===== src/rtl/chg_irq_pkg.sv =====
package chg_irq_pkg;
  localparam int ADDR_W = 3;

  typedef enum logic [ADDR_W-1:0] {
    REG_GLOBAL = 3'd0,
    REG_ENABLE = 3'd1,
    REG_STATUS = 3'd2,
    REG_MODE   = 3'd3,
    REG_POLAR  = 3'd4
  } reg_addr_e;

  localparam int GLB_ARM_BIT  = 0;
  localparam int GLB_PEND_BIT = 1;
endpackage


===== src/rtl/chg_irq_sync.sv =====
module chg_irq_sync #(
  parameter int W      = 8,
  parameter int STAGES = 2
) (
  input  logic         clk,
  input  logic         rst_n,
  input  logic [W-1:0] d_i,
  output logic [W-1:0] q_o
);
  logic [STAGES-1:0][W-1:0] stage_q, stage_d;

  always_comb begin
    stage_d[0] = d_i;
    for (int s = 1; s < STAGES; s++) stage_d[s] = stage_q[s-1];
  end

  always_ff @(posedge clk or negedge rst_n) begin
    if (!rst_n) stage_q <= '0;
    else        stage_q <= stage_d;
  end

  assign q_o = stage_q[STAGES-1];
endmodule


===== src/rtl/chg_irq_detect.sv =====
module chg_irq_detect #(
  parameter int NCH = 8
) (
  input  logic           clk,
  input  logic           rst_n,
  input  logic [NCH-1:0] sync_i,
  input  logic [NCH-1:0] mode_i,
  input  logic [NCH-1:0] pol_i,
  output logic [NCH-1:0] evt_o
);
  logic [NCH-1:0] prev_q;

  always_ff @(posedge clk or negedge rst_n) begin
    if (!rst_n) prev_q <= '0;
    else        prev_q <= sync_i;
  end

  for (genvar c = 0; c < NCH; c++) begin : g_chan
    logic toggled, matched;
    always_comb begin
      toggled  = sync_i[c] ^ prev_q[c];
      matched  = ~(sync_i[c] ^ pol_i[c]);
      evt_o[c] = mode_i[c] ? toggled : matched;
    end
  end
endmodule


===== src/rtl/chg_irq_regs.sv =====
module chg_irq_regs
  import chg_irq_pkg::*;
#(
  parameter int NCH = 8
) (
  input  logic              clk,
  input  logic              rst_n,
  input  logic              bus_sel,
  input  logic              bus_wr,
  input  logic [ADDR_W-1:0] bus_addr,
  input  logic [NCH-1:0]    bus_wdata,
  output logic [NCH-1:0]    bus_rdata,
  input  logic [NCH-1:0]    evt_i,
  output logic [NCH-1:0]    mode_o,
  output logic [NCH-1:0]    pol_o,
  output logic              irq_n_o
);
  logic [NCH-1:0] en_q, en_d, stat_q, stat_d, mode_q, mode_d, pol_q, pol_d, clr;
  logic           glb_q, glb_d, pend;
  logic           wr_glb, wr_en, wr_stat, wr_mode, wr_pol, rd_stat;

  always_comb begin
    wr_glb  = bus_sel & bus_wr & (bus_addr == REG_GLOBAL);
    wr_en   = bus_sel & bus_wr & (bus_addr == REG_ENABLE);
    wr_stat = bus_sel & bus_wr & (bus_addr == REG_STATUS);
    wr_mode = bus_sel & bus_wr & (bus_addr == REG_MODE);
    wr_pol  = bus_sel & bus_wr & (bus_addr == REG_POLAR);
    rd_stat = bus_sel & ~bus_wr & (bus_addr == REG_STATUS);

    en_d   = wr_en   ? bus_wdata : en_q;
    mode_d = wr_mode ? bus_wdata : mode_q;
    pol_d  = wr_pol  ? bus_wdata : pol_q;
    clr    = wr_stat ? bus_wdata : '0;
    stat_d = (stat_q & ~clr) | (evt_i & en_q);

    glb_d = glb_q;
    if (rd_stat)                             glb_d = 1'b0;
    else if (wr_glb && bus_wdata[GLB_ARM_BIT]) glb_d = 1'b1;
  end

  always_ff @(posedge clk or negedge rst_n) begin
    if (!rst_n) begin
      en_q   <= '0;
      stat_q <= '0;
      mode_q <= '0;
      pol_q  <= '0;
      glb_q  <= 1'b0;
    end else begin
      if (wr_en)   en_q   <= en_d;
      if (wr_mode) mode_q <= mode_d;
      if (wr_pol)  pol_q  <= pol_d;
      stat_q <= stat_d;
      glb_q  <= glb_d;
    end
  end

  always_comb begin
    pend      = |(stat_q & en_q);
    irq_n_o   = ~(glb_q & pend);
    bus_rdata = '0;
    case (bus_addr)
      REG_GLOBAL: begin
        bus_rdata[GLB_ARM_BIT]  = glb_q;
        bus_rdata[GLB_PEND_BIT] = pend;
      end
      REG_ENABLE: bus_rdata = en_q;
      REG_STATUS: bus_rdata = stat_q;
      REG_MODE:   bus_rdata = mode_q;
      REG_POLAR:  bus_rdata = pol_q;
      default:    bus_rdata = '0;
    endcase
  end

  assign mode_o = mode_q;
  assign pol_o  = pol_q;

  p_release_on_read_r9: assert property (@(posedge clk) disable iff (!rst_n)
    rd_stat |=> irq_n_o);

  p_set_needs_enable_r5: assert property (@(posedge clk) disable iff (!rst_n)
    (stat_q & ~$past(stat_q) & ~$past(en_q)) == '0);

  p_clear_only_written_r6: assert property (@(posedge clk) disable iff (!rst_n)
    ($past(stat_q) & ~stat_q & ~($past(bus_wdata) & {NCH{$past(wr_stat)}})) == '0);

  p_arm_by_write_r8: assert property (@(posedge clk) disable iff (!rst_n)
    $rose(glb_q) |-> $past(wr_glb && bus_wdata[GLB_ARM_BIT]));
endmodule


===== src/rtl/chg_irq_ctrl.sv =====
module chg_irq_ctrl
  import chg_irq_pkg::*;
#(
  parameter int NCH       = 8,
  parameter int SYNC_LEN  = 2
) (
  input  logic              clk,
  input  logic              rst_n,
  input  logic              bus_sel,
  input  logic              bus_wr,
  input  logic [ADDR_W-1:0] bus_addr,
  input  logic [NCH-1:0]    bus_wdata,
  output logic [NCH-1:0]    bus_rdata,
  input  logic [NCH-1:0]    chan_in,
  output logic              irq_n
);
  logic [1:0]     rst_pipe_q;
  logic           core_rst_n;
  logic [NCH-1:0] sync_val, evt, mode, pol;

  always_ff @(posedge clk or negedge rst_n) begin
    if (!rst_n) rst_pipe_q <= '0;
    else        rst_pipe_q <= {rst_pipe_q[0], 1'b1};
  end
  assign core_rst_n = rst_pipe_q[1];

  chg_irq_sync #(.W(NCH), .STAGES(SYNC_LEN)) u_sync (
    .clk(clk), .rst_n(core_rst_n), .d_i(chan_in), .q_o(sync_val));

  chg_irq_detect #(.NCH(NCH)) u_detect (
    .clk(clk), .rst_n(core_rst_n), .sync_i(sync_val),
    .mode_i(mode), .pol_i(pol), .evt_o(evt));

  chg_irq_regs #(.NCH(NCH)) u_regs (
    .clk(clk), .rst_n(core_rst_n),
    .bus_sel(bus_sel), .bus_wr(bus_wr), .bus_addr(bus_addr),
    .bus_wdata(bus_wdata), .bus_rdata(bus_rdata),
    .evt_i(evt), .mode_o(mode), .pol_o(pol), .irq_n_o(irq_n));
endmodule


===== config.mk =====
export PLATFORM = sky130hd
export DESIGN_NAME = chg_irq_ctrl
export DESIGN_NICKNAME = d
export VERILOG_FILES = /design/src/rtl/chg_irq_pkg.sv /design/src/rtl/chg_irq_sync.sv /design/src/rtl/chg_irq_detect.sv /design/src/rtl/chg_irq_regs.sv /design/src/rtl/chg_irq_ctrl.sv
export SDC_FILE = /design/constraint.sdc
export NUM_CORES = 1
export LEC_CHECK = 0
export BUFFER_PORTS_ARGS = -buffer_cell sky130_fd_sc_hd__buf_2
export CAP_MARGIN = 5
export CORE_MARGIN = 4
export CORE_UTILIZATION = 55
export CTS_BUF_LIST = sky130_fd_sc_hd__clkbuf_16
export CTS_CLUSTER_SIZE = 14
export DETAILED_ROUTE_END_ITERATION = 10
export GPL_ROUTABILITY_DRIVEN = 1
export PLACE_DENSITY_LB_ADDON = 0.1
export SYNTH_ARGS = -nofsm -noshare
export SYNTH_HDL_FRONTEND = slang
export SYNTH_HIERARCHICAL = 1
export SYNTH_SLANG_ARGS = --single-unit
export TNS_END_PERCENT = 10

===== constraint.sdc =====
create_clock -name clk -period 4.4 [get_ports clk]
set_input_delay 0.66 -clock clk [delete_from_list [all_inputs] [get_ports clk]]
set_output_delay 0.66 -clock clk [all_outputs]
set_load 0.005 [all_outputs]

==> metrics.md <==
| Metric | Value |
|---|---|
| Num rows | `23` |
| Die area | `about 5500 um2` |
| CTS Buf Count | `9` |
| H-tree depth | `3` |
| Tcrit/Tclk final | `0.5614` |
| Port bufs | `31` |
| Internal power | `about 0.0011 W` |
| TNS Setup | `0 ps` |
| Clock sinks | `around 60` |
| Slowest CP cell | `nor2_1` |
| Seq/Total Area, Yosys | `0.6159` |
| Cell Area, Synth | `approximately 2400 um2` |
| GRT Overall Usage | `0.1947` |
| Post-Syn Instances | `182` |
| Adder-cell share of the synthesized area | `0` |
| Simple-gate portion of the synthesized area | `0.07150` |
| Initial Util | `0.5825` |
| Largest family of logic cells by synthesized area | `multiplexers` |
| Core area | `4115 um2` |
| DR vias | `1597` |
| Fin nets | `between 200 and 250` |
| Max_cap viols | `0` |
| Area contributors post-synth | `dfrtp_1 (62%), mux2_2 (11%), mux2i_1 (3.3%)` |
| Routed wl met2 | `roughly 2.2 mm` |
| Minimum clock period | `2470 ps` |
| Crit-path leading delay family | `buffers and inverters` |
| F_max | `approximately 0.40 GHz` |
| Yosys warns | `6` |
| CP peak stage delay | `between 300 and 400 ps` |
| Crit-path cells | `buf_2 -> inv_1 -> nor2_1 -> a22oi_1 -> o22ai_1 -> buf_2` |
| Logic pwr share | `0.141` |
| Setup violations, final | `0` |
| Yosys top cell by area | `dfrtp_1` |
| CP startpoint kind | `input port` |
| Clk pin slew, worst setup/hold paths | `roughly 50 ps` |
| Worst reg2reg path depth | `4` |
| I/O Pins | `32` |
| Switch share | `0.2533` |
| RSZ-0062 raised after global routing | `false` |
| Final Instance Area | `2838 um2` |
| Status | `complete, no violations` |
| Yosys reg bits | `a little under 60` |
| Setup crit end kind | `output pin` |
| Worst min-delay path class | `in2async` |
| Clock tree buffer depth | `2` |
| WP buf/inv | `3` |
| Post-CTS setup buffer count | `0` |
| Metal3 WL | `between 200 and 300 um` |
| Top Layer Used | `met4` |
| Stages on worst setup path | `6` |
| Routed wire per std cell | `~17 um` |
| Post-synthesis mux area share | `0.1461` |
| Antenna Cells | `0` |
| P&R area growth vs syn | `18.37%` |
| Pwr/cell area | `~520 nW/um2` |
| DR iter-0 viols | `around 130` |
| Vias in the first global route | `~1700` |
| Largest net degree at the start of global routing | `58` |
| Clock share of power | `0.394` |
| Worst-Margin Slew | `685.4 ps` |
| CP dominant cell by count | `buf_2` |
| Critical Path RT | `3740 ps` |
| Final Hold Fails | `0` |
| Hold buffers post-CTS | `0` |
| # fillers | `slightly below 300` |
| Syn avg cell area | `around 13 um2` |
| Worst Setup SP | `bus_addr[2]` |
| Top-area cell type share of the netlist area | `0.6159` |
| Clock tree root buffer cell | `clkbuf_16` |
| Initial antenna violation count | `0` |
| Compound-Gate Fraction of Synth Area | `0.1185` |
| CTS tree | `done` |
| Synth cell types | `26` |
| Max VDD drop | `0.3547 mV` |
| Final slew viol count | `0` |
| Syn Nets | `just over 200` |
| Gpl congestion | `about 0.82` |
| Die X | `around 74 um` |
| Area post-placement | `about 2600 um2` |
| XOR/XNOR Fraction of Synth Area | `0.02923` |
| Critical Path AT | `about 1800 ps` |
| R2r startpoint | `u_regs/mode_o[7]$_DFFE_PN0P_` |
| First-pass GRT wire length | `7.831 mm` |
| Share of cells above drive strength 1 | `0.3274` |
| Die height | `approximately 74 um` |
| Register share of total power | `0.466` |
| Final Skew | `5.542 ps` |
| Total net switching power | `between 0.0003 and 0.0004 W` |
| Slew HR | `0.5431` |
| Drt total wl | `approximately 4.7 mm` |
| Resized Gates After CTS | `0` |
| GRT overflow | `0` |
| Drt via density | `about 5.8` |
| CP Max Fanout | `9` |
| P_leak | `about 1.3 nW` |
| M1 WL | `between 2 and 2.5 mm` |
| DR DRC count | `0` |
| Dpl hpwl | `a little over 3 mm` |
| Clk_lat worst skew | `between 300 and 400 ps` |
| Drt pass-1 iters | `5` |
| ANT nets after route | `0` |
| Crit Path Category | `in2out` |
## sequential cells by signal (all words and copies together), names as in the netlist
register / count
u_detect/prev_q: 8
u_regs/en_q: 8
u_regs/mode_o: 8
u_regs/pol_o: 8
u_regs/stat_q: 8
u_sync/q_o: 8
u_sync/stage_d: 8
rst_pipe_q: 2
u_regs/glb_q: 1
## power by group through the flow
stage               clock network [W]  logic (W)  registers [W]
floorplan                           0   0.000153       0.000678
detailed placement                  0   0.000207       0.000692
finish                       0.000579   0.000207       0.000686
global placement                    0   0.000200       0.000688
global route                 0.000621   0.000231       0.000695
CTS                          0.000589   0.000210       0.000685
## through the flow
stage | util | hold slack, ps | cells | setup WS (ps) | power, W
2_1_floorplan | - | 331.2 | 182 | 2305 | 0.0008307
3_3_place_gp | 0.6285 | 332.0 | 258 | 1999 | 0.0008882
3_5_place_dp | 0.6285 | 336.5 | 258 | 1947 | 0.0008995
4_1_cts | 0.6896 | 113.3 | 273 | 1927 | 0.001484
5_1_grt | 0.6896 | 112.0 | 273 | 1831 | 0.001547
6_report | 0.6896 | 120.3 | 273 | 1930 | 0.001472
## synth_stat cells
cell,count
nand2_1,12
nor2b_4,1
o21ai_0,4
a31oi_1,2
inv_1,1
clkbuf_1,1
a211o_1,1
nand4_1,2
a22o_1,8
buf_6,1
nand4_2,1
nor3_2,1
buf_4,1
nor2_1,14
conb_1,1
buf_2,3
mux2_2,24
nor3b_4,1
xnor2_1,8
a41oi_1,1
a21oi_1,9
a22oi_1,10
o22ai_1,7
mux2i_1,8
dfrtp_1,59
nand2b_1,1
## cell usage in the layout (no fill, tap or decap), types with 2 or more instances in the layout
cell and instances:
o21ai_0 4, o22ai_1 7, inv_1 3, mux2_2 24, a22o_1 8, a31oi_1 2, buf_2 31, dfrtp_1 58
nand2_1 12, a22oi_1 10, nand4_1 2, mux2i_1 8, xnor2_1 8, nor2_1 14, clkbuf_16 9, clkinv_2 3
a21oi_1 9
## path summary, 6_finish.rpt
kind                                               to  slack, ps
setup / recovery                         bus_rdata[7]       1930
hold / removal                rst_pipe_q[0]$_DFF_PN0_        120
setup reg to reg           u_regs/stat_q[7]$_DFF_PN0_       3310
hold reg to reg               u_sync/q_o[7]$_DFF_PN0_        350
max in group asynchronous     u_sync/q_o[6]$_DFF_PN0_       3550
min in group clk              u_sync/q_o[7]$_DFF_PN0_        350
## metal layers
metal  GRT usage  vias up
li1            -      741
met1      0.2527      789
met2      0.2982       55
met3     0.04730       12
met4      0.1147        0
met5           0        -
## logic make-up (layout without fill, tap and decap cells)
| logic type | after synthesis | in the layout |
|---|---|---|
| buffers and inverters | 7 | 48 |
| other | 1 | 1 |
| flip-flops | 59 | 59 |
| AO/OA/AOI/OAI | 42 | 42 |
| multiplexers | 32 | 32 |
| XOR/XNOR | 8 | 8 |
| AND/OR/NAND/NOR | 33 | 33 |
## layout make-up
class	count	area, um2	share of cell area
clock buffer	9	225.2	0.07937
sequential	59	1478	0.5207
inverter	1	3.754	0.001323
timing repair buffer	32	162.7	0.05732
tap	50	62.56	0.02205
clock inverter	6	26.28	0.009259
multi-input combinational	116	879.6	0.3100
Note: power is estimated with default switching activity, not from simulation.
